## src/rtl/efifo_pkg.sv

```systemverilog
package efifo_pkg;

    typedef enum logic [1:0] {
        ST_IDLE,
        ST_WAIT,
        ST_STROBE,
        ST_HOLD
    } state_e;

    typedef struct packed {
        logic full_en;
        logic empty_en;
        logic wr_high;
        logic rd_high;
    } flags_t;

endpackage

```

## src/rtl/efifo_cfg_reg.sv

```systemverilog
module efifo_cfg_reg
    import efifo_pkg::*;
#(
    parameter int WAIT_W = 8,
    parameter logic [WAIT_W-1:0] WAIT_RST = '1
) (
    input  logic              clk,
    input  logic              rst_n,
    input  logic              flags_we,
    input  flags_t            flags_in,
    input  logic              wait_we,
    input  logic [WAIT_W-1:0] wait_in,
    output flags_t            flags_q,
    output logic [WAIT_W-1:0] max_wait_q
);

    typedef struct packed {
        flags_t            flags;
        logic [WAIT_W-1:0] max_wait;
    } cfg_t;

    cfg_t cfg_d, cfg_q;

    always_comb begin
        cfg_d = cfg_q;
        if (flags_we) cfg_d.flags = flags_in;
        if (wait_we)  cfg_d.max_wait = wait_in;
    end

    always_ff @(posedge clk or negedge rst_n) begin
        if (!rst_n) begin
            cfg_q.flags    <= '0;
            cfg_q.max_wait <= WAIT_RST;
        end else begin
            cfg_q <= cfg_d;
        end
    end

    assign flags_q    = cfg_q.flags;
    assign max_wait_q = cfg_q.max_wait;

endmodule

```

## src/rtl/efifo_holdoff.sv

```systemverilog
module efifo_holdoff #(
    parameter int WAIT_W = 8
) (
    input  logic              clk,
    input  logic              rst_n,
    input  logic              clear,
    input  logic              stall,
    input  logic [WAIT_W-1:0] max_wait,
    output logic              expire
);

    logic [WAIT_W-1:0] cnt_d, cnt_q;
    logic [WAIT_W:0]   cnt_inc;

    assign cnt_inc = {1'b0, cnt_q} + {{WAIT_W{1'b0}}, 1'b1};

    // A zero limit never expires; otherwise expiry hits on the Mth held-off clock.
    assign expire = stall && (max_wait != '0) && (cnt_inc == {1'b0, max_wait});

    always_comb begin
        cnt_d = cnt_q;
        if (clear)      cnt_d = '0;
        else if (stall) cnt_d = cnt_inc[WAIT_W-1:0];
    end

    always_ff @(posedge clk or negedge rst_n) begin
        if (!rst_n) cnt_q <= '0;
        else        cnt_q <= cnt_d;
    end

endmodule

```

## src/rtl/efifo_strobe_drv.sv

```systemverilog
module efifo_strobe_drv #(
    parameter int N_STB = 2
) (
    input  logic [N_STB-1:0] active,
    input  logic [N_STB-1:0] high,
    output logic [N_STB-1:0] pin
);

    for (genvar i = 0; i < N_STB; i++) begin : g_pin
        assign pin[i] = high[i] ? active[i] : ~active[i];
    end

endmodule

```

## src/rtl/efifo_port.sv

```systemverilog
module efifo_port
    import efifo_pkg::*;
#(
    parameter int DATA_W     = 16,
    parameter int WAIT_W     = 8,
    parameter int STROBE_CYC = 2,
    parameter int HOLD_CYC   = 1
) (
    input  logic              clk,
    input  logic              rst_n,
    input  logic              cfg_flags_we,
    input  logic              cfg_full_en,
    input  logic              cfg_empty_en,
    input  logic              cfg_wr_high,
    input  logic              cfg_rd_high,
    input  logic              cfg_wait_we,
    input  logic [WAIT_W-1:0] cfg_max_wait,
    input  logic              req_valid,
    input  logic              req_write,
    input  logic [DATA_W-1:0] req_wdata,
    output logic              req_ready,
    output logic              rsp_done,
    output logic              rsp_timeout,
    output logic [DATA_W-1:0] rsp_rdata,
    input  logic              fifo_full,
    input  logic              fifo_empty,
    input  logic [DATA_W-1:0] bus_din,
    output logic [DATA_W-1:0] bus_dout,
    output logic              bus_doe,
    output logic              bus_wr,
    output logic              bus_rd
);

    localparam int MAX_CYC = (STROBE_CYC > HOLD_CYC) ? STROBE_CYC : HOLD_CYC;
    localparam int CNT_W   = $clog2(MAX_CYC + 1);
    localparam logic [CNT_W-1:0] STB_LAST  = CNT_W'(STROBE_CYC - 1);
    localparam logic [CNT_W-1:0] HOLD_LAST = CNT_W'(HOLD_CYC - 1);

    typedef struct packed {
        state_e            state;
        logic [CNT_W-1:0]  cnt;
        logic              write;
        logic [DATA_W-1:0] wdata;
        logic [DATA_W-1:0] rdata;
        logic              done;
        logic              tout;
    } ctl_t;

    ctl_t ctl_d, ctl_q;

    flags_t            flags_in, flags_q;
    logic [WAIT_W-1:0] max_wait_q;
    logic              stall, ho_stall, ho_clear, expire;
    logic [1:0]        stb_act, stb_high, stb_pin;

    assign flags_in = '{full_en: cfg_full_en, empty_en: cfg_empty_en,
                        wr_high: cfg_wr_high, rd_high: cfg_rd_high};

    efifo_cfg_reg #(.WAIT_W(WAIT_W)) u_cfg (
        .clk        (clk),
        .rst_n      (rst_n),
        .flags_we   (cfg_flags_we),
        .flags_in   (flags_in),
        .wait_we    (cfg_wait_we),
        .wait_in    (cfg_max_wait),
        .flags_q    (flags_q),
        .max_wait_q (max_wait_q)
    );

    assign stall = ctl_q.write ? (flags_q.full_en  && fifo_full)
                               : (flags_q.empty_en && fifo_empty);
    assign ho_stall = (ctl_q.state == ST_WAIT) && stall;
    assign ho_clear = (ctl_q.state == ST_IDLE);

    efifo_holdoff #(.WAIT_W(WAIT_W)) u_holdoff (
        .clk      (clk),
        .rst_n    (rst_n),
        .clear    (ho_clear),
        .stall    (ho_stall),
        .max_wait (max_wait_q),
        .expire   (expire)
    );

    always_comb begin
        ctl_d      = ctl_q;
        ctl_d.done = 1'b0;
        ctl_d.tout = 1'b0;
        case (ctl_q.state)
            ST_IDLE: begin
                if (req_valid) begin
                    ctl_d.state = ST_WAIT;
                    ctl_d.write = req_write;
                    ctl_d.wdata = req_wdata;
                end
            end
            ST_WAIT: begin
                if (!stall) begin
                    ctl_d.state = ST_STROBE;
                    ctl_d.cnt   = '0;
                end else if (expire) begin
                    ctl_d.state = ST_IDLE;
                    ctl_d.tout  = 1'b1;
                end
            end
            ST_STROBE: begin
                if (ctl_q.cnt == STB_LAST) begin
                    ctl_d.cnt = '0;
                    if (ctl_q.write) begin
                        ctl_d.state = ST_HOLD;
                    end else begin
                        ctl_d.state = ST_IDLE;
                        ctl_d.rdata = bus_din;
                        ctl_d.done  = 1'b1;
                    end
                end else begin
                    ctl_d.cnt = ctl_q.cnt + 1'b1;
                end
            end
            ST_HOLD: begin
                if (ctl_q.cnt == HOLD_LAST) begin
                    ctl_d.state = ST_IDLE;
                    ctl_d.done  = 1'b1;
                end else begin
                    ctl_d.cnt = ctl_q.cnt + 1'b1;
                end
            end
            default: ctl_d.state = ST_IDLE;
        endcase
    end

    always_ff @(posedge clk or negedge rst_n) begin
        if (!rst_n) begin
            ctl_q.state <= ST_IDLE;
            ctl_q.cnt   <= '0;
            ctl_q.write <= 1'b0;
            ctl_q.wdata <= '0;
            ctl_q.rdata <= '0;
            ctl_q.done  <= 1'b0;
            ctl_q.tout  <= 1'b0;
        end else begin
            ctl_q <= ctl_d;
        end
    end

    assign stb_act[0]  = (ctl_q.state == ST_STROBE) &&  ctl_q.write;
    assign stb_act[1]  = (ctl_q.state == ST_STROBE) && !ctl_q.write;
    assign stb_high[0] = flags_q.wr_high;
    assign stb_high[1] = flags_q.rd_high;

    efifo_strobe_drv #(.N_STB(2)) u_stb (
        .active (stb_act),
        .high   (stb_high),
        .pin    (stb_pin)
    );

    assign bus_wr      = stb_pin[0];
    assign bus_rd      = stb_pin[1];
    assign bus_doe     = ctl_q.write &&
                         ((ctl_q.state == ST_STROBE) || (ctl_q.state == ST_HOLD));
    assign bus_dout    = ctl_q.wdata;
    assign req_ready   = (ctl_q.state == ST_IDLE);
    assign rsp_done    = ctl_q.done;
    assign rsp_timeout = ctl_q.tout;
    assign rsp_rdata   = ctl_q.rdata;

endmodule

```

## config.mk

```make
export PLATFORM = sky130hd
export DESIGN_NAME = efifo_port
export DESIGN_NICKNAME = d
export VERILOG_FILES = /design/src/rtl/efifo_pkg.sv /design/src/rtl/efifo_cfg_reg.sv /design/src/rtl/efifo_holdoff.sv /design/src/rtl/efifo_strobe_drv.sv /design/src/rtl/efifo_port.sv
export SDC_FILE = /design/constraint.sdc
export NUM_CORES = 1
export LEC_CHECK = 0
export BUFFER_PORTS_ARGS = -buffer_cell sky130_fd_sc_hd__buf_2
export CAP_MARGIN = 10
export CELL_PAD_IN_SITES_DETAIL_PLACEMENT = 1
export CELL_PAD_IN_SITES_GLOBAL_PLACEMENT = 2
export CORE_ASPECT_RATIO = 0.7
export CORE_UTILIZATION = 29
export CTS_CLUSTER_DIAMETER = 60
export DETAILED_ROUTE_END_ITERATION = 10
export GPL_TIMING_DRIVEN = 1
export HOLD_SLACK_MARGIN = 0.12
export PLACE_DENSITY = 0.75
export SLEW_MARGIN = 20
export SYNTH_ARGS = -nofsm -noshare
export SYNTH_HDL_FRONTEND = slang
export SYNTH_SLANG_ARGS = --single-unit
```

## constraint.sdc

```tcl
create_clock -name clk -period 1.8 [get_ports clk]
set_input_delay 0.09 -clock clk [delete_from_list [all_inputs] [get_ports clk]]
set_output_delay 0.09 -clock clk [all_outputs]
set_load 0.05 [all_outputs]
```

==> flow_metrics.tcl <==
set metrics [dict create \
    endpoint_kind "flop" \
    cp-start-kind "flop" \
    utilization_pct 44.7 \
    pre_cts_ws_ns -0.0666 \
    finalNonFillerCells 517 \
    syn-cell-area_mm2 0.00295 \
    seqPwrFrac_pct 28.5 \
    dieArea_mm2 0.0106 \
    drive_gt1_share_pct 49.6 \
    wl_per_cell_um 14.8 \
    ys_warn_count 0 \
    fin_crit_sh_pct 104 \
    die_y_um 86.3 \
    synth_flop_cell "dfrtp_1" \
    ir_drop_mv 0.917 \
    cts_tree "built" \
    numCtsBuffers 9 \
    relSlewSlack_pct 65.8 \
    routed_wl_um 7650 \
    gp_congestion 0.788 \
    leakage_nw 2.01 \
    power_frac_comb_pct 47.7 \
    drcViolationCount 0 \
    setup_ws_ns -0.0786 \
    finalSetupViolCount 2 \
    p_int_mw 4.16 \
    p_per_area_mw_per_mm2 1680 \
    htree_levels 3 \
    fin_setup_tns_ns -0.0894 \
    first_global_vias 2454 \
    final_nets 440 \
    fmax_mhz 532 \
    grt_overflow 0 \
    synthCells 250 \
    cp_max_fo 4 \
    cts_buffer_depth 2 \
    hold_class "in -> reg" \
    post-route-min-period_ns 1.88 \
    numClockSinks 59 \
    dr.pass1.iters 4 \
    rsz0062_at_grt "yes" \
    boundaryPins 90 \
    die_w_um 122 \
    antenna_left 0 \
    viasPerCell 4.53 \
    row_count 30 \
    total_power_mw 7.33 \
    finalMaxSlewViolations 0 \
    top_usage_layer "met2" \
    worst_pin_slew_ns 0.512 \
    grt_pass1_wl_um 12300 \
    use_met3_pct 4.01 \
    dp_cells 449 \
    clk_latency_ns 0.33 \
    grt_usage_pct 15.6 \
    required_ns 2.01 \
    path_class "reg -> reg" \
    port_buffers 89 \
    synthesis.nets 306 \
    clk_pin_slew_worst_paths_ns 0.05 \
    cp_data_arrival_time_ns 2.09 \
    grt_start_max_net_pins 60 \
    swShare_pct 43.2 \
    synth_edf_count 0 \
    start_util_pct 30.1 \
    met1_usage_pct 19.8 \
    syn_avg_cell_area_um2 11.8 \
    switchingPower_mw 3.17 \
    core_area_mm2 0.00980 \
    synthArstFlopShare_pct 100 \
    drv_cap 0 \
    cts_root_buffer "clkbuf_16" \
    failed_checks "negative setup slack" \
    clkPwrFrac_pct 23.9 \
    ys_ff_latch 59 \
    seq_area_frac_synth_pct 50.5 \
    area_delta_synth_final_pct 48.6 \
    diodes 0 \
    ys_types 38 \
    num_vias 2340 \
    antenna_found_initial 0 \
    place_hpwl_um 5070 \
    finalClockSkew_ns 0.00674 \
    status "complete, but fails checks" \
    first_iter_violations 67 \
    finalHoldViolations 0 \
    grt_use_met2_pct 25.1 \
]
[path summary, 6_finish.rpt]
kind | startpoint | endpoint | slack (ns) | depth (start not counted)
worst max-delay path | u_holdoff.cnt_q[0] | ctl_q[37] | -0.08 | 6
worst min-delay path | cfg_wait_we | u_cfg.max_wait_q[5] | 0.17 | 2
worst max register to register | u_holdoff.cnt_q[0] | ctl_q[37] | -0.08 | 6
worst min register to register | rsp_rdata[2] | rsp_rdata[2] | 0.50 | 1
max in group asynchronous | rst_n | u_cfg.max_wait_q[2] | 1.19 | 3
min in group asynchronous | rst_n | u_holdoff.cnt_q[5] | 0.32 | 3
[state kept, by name, indices dropped and copies added (netlist names)]
signal            cells
bus_dout             16
u_cfg.flags_q         4
ctl_q                 5
u_cfg.max_wait_q      8
u_holdoff.cnt_q       8
rsp_rdata            16
rsp_done              1
rsp_timeout           1
[cell type report]
class	count	area, µm²
fillers	1054	5420
flip-flops and latches	59	1490
multi-input cells	144	1220
repair buffers	163	1170
clock buffers	14	274
well taps	128	160
clock inverters	2	35.0
inverters	7	26.3
[critical path: stages, from the launching register on]
cell,delay [ns]
dfrtp_2,0.43
ha_4,0.17
and3_4,0.17
xnor2_1,0.17
mux2i_1,0.12
or4b_1,0.47
o31a_1,0.24
[per-stage QoR]
| stage | instance area, µm² | hold slack [ns] |
|---|---|---|
| floorplan | 2980 | -0.206 |
| global placement | 3500 | 0.128 |
| detailed placement | 3500 | 0.124 |
| CTS | 4330 | 0.158 |
| global route | 4380 | 0.182 |
| finish | 4380 | 0.172 |
[cell usage after synthesis, types with 3 or more instances]
library cell	instances	share of area [%]
xor2_1	4	1.2
buf_4	32	8.2
nand3_1	6	1.0
clkbuf_1	3	0.38
nor2_1	12	1.5
and2_1	4	0.85
nand2_1	8	1.0
mux2_2	45	17
dfstp_2	8	7.1
a21oi_1	6	1.0
o21ai_0	15	2.5
buf_2	5	0.85
dfrtp_1	51	43
xnor2_1	10	3.0
ha_1	4	1.7
inv_1	7	0.89
o31ai_1	3	0.76
[timing repair]
item | in CTS | in global routing
pin swaps | 2 | 5
setup endpoints to repair | 2 | 3
buffers inserted | 0 | 2
hold buffers | 50 | 0
resized for setup | 4 | 6
endpoints found under the hold margin | 104 | 0
[power groups by stage]
stage / clock, mW / combinational [mW] / sequential, mW
after floorplan: 0 / 2.99 / 2.06
after global placement: 0 / 3.33 / 2.07
after detailed placement: 0 / 3.38 / 2.11
after CTS: 1.82 / 3.49 / 2.09
after global routing: 1.88 / 3.73 / 2.16
final: 1.75 / 3.50 / 2.09
[cells in the final DEF, fill, tap and decap left out, types with 3 or more instances in the layout]
cell type and n:
dlygate4sd3_1 50, clkbuf_16 9, dfstp_2 8, buf_12 3, a21oi_1 6, xnor2_1 7, dfrtp_2 3, nand2_1 8
clkbuf_8 3, xnor2_2 3, xor2_1 4, o21ai_0 15, dfrtp_1 48, ha_1 3, buf_2 88, and2_1 4
inv_1 7, buf_4 21, o31ai_1 3, mux2_2 45, nor2_1 11, nand3_1 4
[metal layers]
| layer | vias up | wire [µm] |
|---|---|---|
| li1 | 1108 | - |
| met1 | 1156 | 3560 |
| met2 | 66 | 3660 |
| met3 | 10 | 304 |
| met4 | 0 | 121 |
| met5 | - | 0 |
[cells by family after synthesis]
group           Yosys count  synth area share [%]
mux                      48                  18.3
simple gates             45                  8.54
xor+xnor                 14                  4.16
buf+inv                  47                  10.3
flops                    59                  50.5
fa+ha+maj                 4                  1.70
compound gates           33                  6.59
Power figures use the tool's default switching activity.
